File: config.mk
export PLATFORM = sky130hd
export DESIGN_NAME = sram_cyc_ctrl
export DESIGN_NICKNAME = d
export VERILOG_FILES = /design/src/rtl/sram_cyc_pkg.sv /design/src/rtl/sram_cyc_timer.sv /design/src/rtl/sram_cyc_dpath.sv /design/src/rtl/sram_cyc_fsm.sv /design/src/rtl/sram_cyc_ctrl.sv
export SDC_FILE = /design/constraint.sdc
export NUM_CORES = 1
export LEC_CHECK = 0
export BUFFER_PORTS_ARGS = -buffer_cell sky130_fd_sc_hd__buf_2
export CORE_UTILIZATION = 45
export DETAILED_ROUTE_END_ITERATION = 8
export PLACE_DENSITY = 0.82
export SLEW_MARGIN = 20
export SYNTH_ARGS = -nofsm -noshare
export SYNTH_HDL_FRONTEND = slang
export SYNTH_SLANG_ARGS = --single-unit
File: constraint.sdc
create_clock -name clk_i -period 3 [get_ports clk_i]
set_clock_uncertainty 0.2 [all_clocks]
set_input_delay 0.3 -clock clk_i [delete_from_list [all_inputs] [get_ports clk_i]]
set_output_delay 0.3 -clock clk_i [all_outputs]
set_load 0.01 [all_outputs]
File: src/rtl/sram_cyc_pkg.sv
`timescale 1ns/1ps
package sram_cyc_pkg;

  typedef enum logic [2:0] {
    ST_IDLE,
    ST_SETUP,
    ST_WPULSE,
    ST_WEND,
    ST_RACC,
    ST_GAP
  } cyc_state_e;

  function automatic int max2(input int a, input int b);
    return (a > b) ? a : b;
  endfunction

endpackage

File: src/rtl/sram_cyc_timer.sv
`timescale 1ns/1ps
module sram_cyc_timer #(
  parameter int CW = 6
) (
  input  logic          clk_i,
  input  logic          rst_ni,
  input  logic          load_i,
  input  logic [CW-1:0] val_i,
  output logic          last_o
);

  logic [CW-1:0] cnt_q;

  always_ff @(posedge clk_i or negedge rst_ni) begin
    if (!rst_ni)            cnt_q <= '0;
    else if (load_i)        cnt_q <= val_i;
    else if (cnt_q != '0)   cnt_q <= cnt_q - 1'b1;
  end

  assign last_o = (cnt_q == '0);

endmodule

File: src/rtl/sram_cyc_dpath.sv
`timescale 1ns/1ps
module sram_cyc_dpath #(
  parameter int AW = 13,
  parameter int DW = 8
) (
  input  logic          clk_i,
  input  logic          rst_ni,
  input  logic          accept_i,
  input  logic          wr_i,
  input  logic [AW-1:0] addr_i,
  input  logic [DW-1:0] wdata_i,
  input  logic          capture_i,
  input  logic [DW-1:0] dq_i,
  output logic          op_wr_o,
  output logic [AW-1:0] addr_o,
  output logic [DW-1:0] dq_o,
  output logic [DW-1:0] rdata_o
);

  logic          wr_q;
  logic [AW-1:0] addr_q;
  logic [DW-1:0] wdata_q;
  logic [DW-1:0] rdata_q;

  always_ff @(posedge clk_i or negedge rst_ni) begin
    if (!rst_ni) begin
      wr_q    <= 1'b0;
      addr_q  <= '0;
      wdata_q <= '0;
    end else if (accept_i) begin
      wr_q    <= wr_i;
      addr_q  <= addr_i;
      wdata_q <= wdata_i;
    end
  end

  always_ff @(posedge clk_i or negedge rst_ni) begin
    if (!rst_ni)        rdata_q <= '0;
    else if (capture_i) rdata_q <= dq_i;
  end

  assign op_wr_o = wr_q;
  assign addr_o  = addr_q;
  assign dq_o    = wdata_q;
  assign rdata_o = rdata_q;

endmodule

File: src/rtl/sram_cyc_fsm.sv
`timescale 1ns/1ps
module sram_cyc_fsm
  import sram_cyc_pkg::*;
#(
  parameter int AS_LEN = 1,
  parameter int WP_LEN = 25,
  parameter int WG_LEN = 11,
  parameter int RD_LEN = 38,
  parameter int TA_LEN = 9,
  parameter int CW     = 6
) (
  input  logic          clk_i,
  input  logic          rst_ni,
  input  logic          req_i,
  input  logic          op_wr_i,
  input  logic          last_i,
  output logic          load_o,
  output logic [CW-1:0] load_val_o,
  output logic          accept_o,
  output logic          capture_o,
  output logic          busy_o,
  output logic          ce_no,
  output logic          we_no,
  output logic          oe_no,
  output logic          drv_o,
  output logic          done_o
);

  cyc_state_e st_q, st_d;
  logic       fin;
  logic       ce_q, we_q, oe_q, drv_q, done_q;

  always_comb begin
    st_d       = st_q;
    load_o     = 1'b0;
    load_val_o = '0;
    accept_o   = 1'b0;
    capture_o  = 1'b0;
    fin        = 1'b0;
    unique case (st_q)
      ST_IDLE: if (req_i) begin
        st_d       = ST_SETUP;
        load_o     = 1'b1;
        load_val_o = CW'(AS_LEN - 1);
        accept_o   = 1'b1;
      end
      ST_SETUP: if (last_i) begin
        load_o = 1'b1;
        if (op_wr_i) begin
          st_d       = ST_WPULSE;
          load_val_o = CW'(WP_LEN - 1);
        end else begin
          st_d       = ST_RACC;
          load_val_o = CW'(RD_LEN - 1);
        end
      end
      ST_WPULSE: if (last_i) begin
        st_d   = ST_WEND;
        load_o = 1'b1;
      end
      ST_WEND: begin
        st_d       = ST_GAP;
        load_o     = 1'b1;
        load_val_o = CW'(WG_LEN - 1);
        fin        = 1'b1;
      end
      ST_RACC: if (last_i) begin
        st_d       = ST_GAP;
        load_o     = 1'b1;
        load_val_o = CW'(TA_LEN - 1);
        capture_o  = 1'b1;
        fin        = 1'b1;
      end
      ST_GAP: if (last_i) st_d = ST_IDLE;
      default: st_d = ST_IDLE;
    endcase
  end

  // strobes registered from next state: glitch-free pads
  always_ff @(posedge clk_i or negedge rst_ni) begin
    if (!rst_ni) begin
      st_q   <= ST_IDLE;
      ce_q   <= 1'b1;
      we_q   <= 1'b1;
      oe_q   <= 1'b1;
      drv_q  <= 1'b0;
      done_q <= 1'b0;
    end else begin
      st_q   <= st_d;
      ce_q   <= !(st_d inside {ST_WPULSE, ST_WEND, ST_RACC});
      we_q   <= (st_d != ST_WPULSE);
      oe_q   <= (st_d != ST_RACC);
      drv_q  <= (st_d == ST_WPULSE);
      done_q <= fin;
    end
  end

  assign busy_o = (st_q != ST_IDLE);
  assign ce_no  = ce_q;
  assign we_no  = we_q;
  assign oe_no  = oe_q;
  assign drv_o  = drv_q;
  assign done_o = done_q;

  assert_oe_we_excl_R3: assert property (@(posedge clk_i) disable iff (!rst_ni)
    !(!oe_q && !we_q));
  assert_drv_in_pulse_R3: assert property (@(posedge clk_i) disable iff (!rst_ni)
    drv_q |-> !we_q && !ce_q);
  assert_we_before_ce_R3: assert property (@(posedge clk_i) disable iff (!rst_ni)
    $rose(we_q) |-> !ce_q);
  assert_done_pulse_R6: assert property (@(posedge clk_i) disable iff (!rst_ni)
    done_q |=> !done_q);
  assert_done_busy_R10: assert property (@(posedge clk_i) disable iff (!rst_ni)
    done_q |-> busy_o && ce_q);
  assert_read_strobes_R5: assert property (@(posedge clk_i) disable iff (!rst_ni)
    $fell(oe_q) |-> we_q && !ce_q && !drv_q);

endmodule

File: src/rtl/sram_cyc_ctrl.sv
`timescale 1ns/1ps
module sram_cyc_ctrl #(
  parameter int AW        = 13,
  parameter int DW        = 8,
  parameter int T_AS_CYC  = 1,
  parameter int T_WP_CYC  = 25,
  parameter int T_DS_CYC  = 15,
  parameter int T_WR_CYC  = 1,
  parameter int T_WC_CYC  = 38,
  parameter int T_RC_CYC  = 38,
  parameter int T_OE_CYC  = 18,
  parameter int T_TA_CYC  = 9
) (
  input  logic          clk_i,
  input  logic          rst_ni,
  input  logic          req_i,
  input  logic          req_wr_i,
  input  logic [AW-1:0] req_addr_i,
  input  logic [DW-1:0] req_wdata_i,
  output logic          busy_o,
  output logic          done_o,
  output logic [DW-1:0] rdata_o,
  output logic [AW-1:0] mem_addr_o,
  output logic          mem_ce_no,
  output logic          mem_we_no,
  output logic          mem_oe_no,
  output logic [DW-1:0] mem_dq_o,
  output logic          mem_dq_oe_o,
  input  logic [DW-1:0] mem_dq_i
);
  import sram_cyc_pkg::*;

  localparam int AS_LEN  = max2(T_AS_CYC, 1);
  localparam int WP_LEN  = max2(max2(T_WP_CYC, T_DS_CYC), 1);
  localparam int WG_LEN  = max2(max2(T_WR_CYC, T_WC_CYC - AS_LEN - WP_LEN - 1), 1);
  localparam int RD_LEN  = max2(max2(T_RC_CYC, T_OE_CYC), 1);
  localparam int TA_LEN  = max2(T_TA_CYC, 1);
  localparam int LONGEST = max2(max2(max2(AS_LEN, WP_LEN), max2(WG_LEN, RD_LEN)), TA_LEN);
  localparam int CW      = $clog2(LONGEST + 1);

  logic          load, last, accept, capture, op_wr;
  logic [CW-1:0] load_val;

  sram_cyc_timer #(.CW(CW)) u_timer (
    .clk_i  (clk_i),
    .rst_ni (rst_ni),
    .load_i (load),
    .val_i  (load_val),
    .last_o (last)
  );

  sram_cyc_fsm #(
    .AS_LEN (AS_LEN),
    .WP_LEN (WP_LEN),
    .WG_LEN (WG_LEN),
    .RD_LEN (RD_LEN),
    .TA_LEN (TA_LEN),
    .CW     (CW)
  ) u_fsm (
    .clk_i      (clk_i),
    .rst_ni     (rst_ni),
    .req_i      (req_i),
    .op_wr_i    (op_wr),
    .last_i     (last),
    .load_o     (load),
    .load_val_o (load_val),
    .accept_o   (accept),
    .capture_o  (capture),
    .busy_o     (busy_o),
    .ce_no      (mem_ce_no),
    .we_no      (mem_we_no),
    .oe_no      (mem_oe_no),
    .drv_o      (mem_dq_oe_o),
    .done_o     (done_o)
  );

  sram_cyc_dpath #(.AW(AW), .DW(DW)) u_dpath (
    .clk_i     (clk_i),
    .rst_ni    (rst_ni),
    .accept_i  (accept),
    .wr_i      (req_wr_i),
    .addr_i    (req_addr_i),
    .wdata_i   (req_wdata_i),
    .capture_i (capture),
    .dq_i      (mem_dq_i),
    .op_wr_o   (op_wr),
    .addr_o    (mem_addr_o),
    .dq_o      (mem_dq_o),
    .rdata_o   (rdata_o)
  );

  assert_addr_stable_R9: assert property (@(posedge clk_i) disable iff (!rst_ni)
    busy_o && $past(busy_o) |-> $stable(mem_addr_o));
  assert_req_ignored_R8: assert property (@(posedge clk_i) disable iff (!rst_ni)
    busy_o && $past(busy_o) |-> $stable(mem_dq_o));

endmodule

==> flow_metrics.env <==
export IMPL_hold_viol_final=0
export IMPL_syn2layout_area_growth_pct=26.49
export IMPL_maxSlewHeadroom_pct=35.95
export IMPL_synth_edf_count=0
export IMPL_critPathKind="reg2reg"
export IMPL_drc=0
export IMPL_synth_top_cell_area_share_pct=54.16
export IMPL_die_area_sq_mm=0.004473
export IMPL_final_nets=252
export IMPL_r2r_cells=6
export IMPL_synth_top_area_cell="dfrtp_1"
export IMPL_drv_slew=0
export IMPL_holdWs_ps=32.43
export IMPL_drive_above_1_share_pct=52.05
export IMPL_cts_inserted_buffers=5
export IMPL_grt_pass1_vias=1347
export IMPL_detail_route_wirelength_um=3966
export IMPL_min_period_ps=2473
export IMPL_ys_seq_area_share_pct=58.32
export IMPL_grt_pass1_wl_um=6265
export IMPL_yosys_top_cells_area="dfrtp_1, mux2_2, dfstp_2, a21oi_1, inv_1"
export IMPL_dp_hpwl_um=2883
export IMPL_vias=1444
export IMPL_clk_latency_ps=290
export IMPL_worstSetupEndpointType="register"
export IMPL_start_kind="register"
export IMPL_p_leak_uw=0.001164
export IMPL_syn_num_nets=183
export IMPL_async_reset_ff_share_pct=100.0
export IMPL_antenna_cells=0
export IMPL_die_h_um=66.88
export IMPL_gp_congestion=0.8985
export IMPL_rsz0062_at_grt="no"
export IMPL_hold_depth=3
export IMPL_tns_ps=0
export IMPL_min_to="u_dpath.op_wr_o$_DFFE_PN0P_"
export IMPL_path_clk_slew_ps=80
export IMPL_groute_usage_overall_pct=19.20
export IMPL_status="completed"
export IMPL_die_x_um=66.88
export IMPL_report_final_setup_viol=0
export IMPL_synthCells=149
export IMPL_initial_core_util_pct=47.02
export IMPL_synth_most_common_cell="dfrtp_1"
export IMPL_vias_per_cell=5.368
export IMPL_cts_sinks=44
export IMPL_peakVddDrop_v=0.0004699
export IMPL_core_sq_mm=0.004029
export IMPL_cts_tree="done"
export IMPL_synth_main_ff_cell="dfrtp_1"
export IMPL_r2r_start="u_timer.cnt_q[0]$_DFFE_PN0P_"
export IMPL_min_path_type="in2reg"
export IMPL_r2r_end="u_timer.cnt_q[2]$_DFFE_PN0P_"
export IMPL_cp_arrival_ps=2460
export IMPL_timing_critical_path_from="u_timer.cnt_q[0]$_DFFE_PN0P_"
export IMPL_synth_common_cells="dfrtp_1, mux2_2, a21oi_1"
export IMPL_rows=23
export IMPL_grt_max_degree=45
export IMPL_postCtsSetupRepairBufs=0
export IMPL_ys_ff_latch=44
export IMPL_clockRootBuffer="clkbuf_8"
export IMPL_avgSynthCellArea_sq_um=12.71
export IMPL_cp_max_fo=11
export IMPL_firstDrtPassIters=4
export IMPL_maxCapViolations=0
export IMPL_fmax_mhz=404.4
export IMPL_rrSetupSlack_ps=530
export IMPL_cts_path_max_buffers=2
export IMPL_yosys_cell_types_count=34
export IMPL_antenna_found_initial=0
export IMPL_fin_crit_sh_pct=82.43
export IMPL_hold_path_startpoint="req_wr_i"
export IMPL_overflow=0
export IMPL_required_ps=2980
export IMPL_numPortBuffers=67
export IMPL_yosysWarnings=0
export IMPL_tightest_slew_ps=960.7
export IMPL_cts_max_level=2
export IMPL_drt_initial_drc_count=151
export IMPL_wl_per_cell_um=14.74
export IMPL_cts_resized=0
export IMPL_ant_nets=0
export IMPL_syn_cell_area_sq_mm=0.001894
export IMPL_powerDensity_mw_per_mm2=966.3
export IMPL_io_pins=68
-- metal layers --
metal | vias to the layer above | global-route usage (%) | part of all wire [%]
li1 | 669 | - | -
met1 | 720 | 25.33 | 42
met2 | 47 | 29.29 | 52
met3 | 8 | 5.137 | 4.1
met4 | 0 | 8.511 | 1.9
met5 | - | 0 | 0
-- worst max path at each step --
stage | to | slack (ps)
6_report | u_timer.cnt_q[2]$_DFFE_PN0P_ | 530
4_1_cts | u_timer.cnt_q[1]$_DFFE_PN0P_ | 550
5_1_grt | u_fsm.st_q[0]$_DFF_PN0_ | 400
3_3_place_gp | u_timer.cnt_q[1]$_DFFE_PN0P_ | 630
3_5_place_dp | u_timer.cnt_q[1]$_DFFE_PN0P_ | 570
2_1_floorplan | u_dpath.rdata_o[0]$_DFFE_PN0P_ | 770
-- cell type report --
cell class / instances / area, sq um
Timing Repair Buffer: 69 / 365.4
Sequential cell: 44 / 1105
Inverter: 7 / 26.28
Fill cell: 344 / 1633
Tap cell: 50 / 62.56
Clock buffer: 8 / 100.1
Multi-Input combinational cell: 91 / 737.0
-- logic make-up (layout without fill, tap and decap cells) --
logic type,count (synthesis),after routing,share of synthesized area (%)
AO/OA/AOI/OAI,25,25,8.389
XOR/XNOR,3,3,1.387
adder cells (fa/ha/maj),1,1,0.6604
buffers and inverters,14,84,3.237
flip-flops,44,44,58.32
multiplexers,31,31,18.36
AND/OR/NAND/NOR,31,31,9.644
-- flip-flops by register name, summed over array words and instances (netlist names) --
name / cells
u_fsm.oe_no: 1
u_dpath.op_wr_o: 1
u_timer.cnt_q: 6
u_dpath.dq_o: 8
u_fsm.done_o: 1
u_fsm.st_q: 3
u_fsm.ce_no: 1
u_fsm.drv_o: 1
u_fsm.we_no: 1
u_dpath.rdata_o: 8
u_dpath.addr_o: 13
-- power breakdown --
group	leakage [uW]	internal, uW	switching [uW]
clock	0.0000515	210	188
sequential	0.000542	851	175
combinational	0.000570	450	441
total	0.00116	1510	804
-- per-stage QoR --
stage	std cells	total power [uW]	area, sq um	worst slack, ps	util [%]
after floorplan	149	1584	1894	770.6	-
after global placement	260	1891	2286	626.1	56.74
after detailed placement	260	1930	2286	565.8	56.74
after CTS	269	2340	2396	554.9	59.47
after global routing	269	2474	2396	404.2	59.47
final	269	2315	2396	527.1	59.47
-- timing repair --
action	CTS	global route
hold buffers	1	0
hold endpoints to repair	41	0
setup endpoints to repair	0	0
-- placed cells by master (no fill, tap or decap), drive strengths merged --
| cell type | netlist | layout |
|---|---|---|
| or4b | 1 | 1 |
| a21oi | 8 | 8 |
| xnor2 | 3 | 3 |
| dfstp | 3 | 3 |
| o211ai | 1 | 1 |
| inv | 7 | 7 |
| nand3 | 5 | 5 |
| or3b | 2 | 2 |
| clkbuf | 2 | 8 |
| o32ai | 3 | 3 |
| buf | 5 | 68 |
| nand2b | 2 | 2 |
| nor4b | 1 | 1 |
| a21o | 1 | 1 |
| or3 | 4 | 4 |
| nor2 | 7 | 7 |
| ha | 1 | 1 |
| a21boi | 1 | 1 |
| o21ai | 4 | 4 |
| a2111oi | 1 | 1 |
| mux2 | 30 | 30 |
| dlygate4sd3 | 0 | 1 |
| dfrtp | 41 | 41 |
| nand2 | 7 | 7 |
| a221oi | 1 | 1 |
| mux2i | 1 | 1 |
| o21bai | 1 | 1 |
| nor3 | 2 | 2 |
| o22ai | 3 | 3 |
| a31oi | 1 | 1 |
-- worst max-delay path: stages (launching register included) --
cell and delay [ps]:
dfrtp_1 380, inv_1 90, ha_1 220, or4b_1 600
nor2_2 380, nand3_1 290, o32ai_1 210
Power figures use the tool's default switching activity.
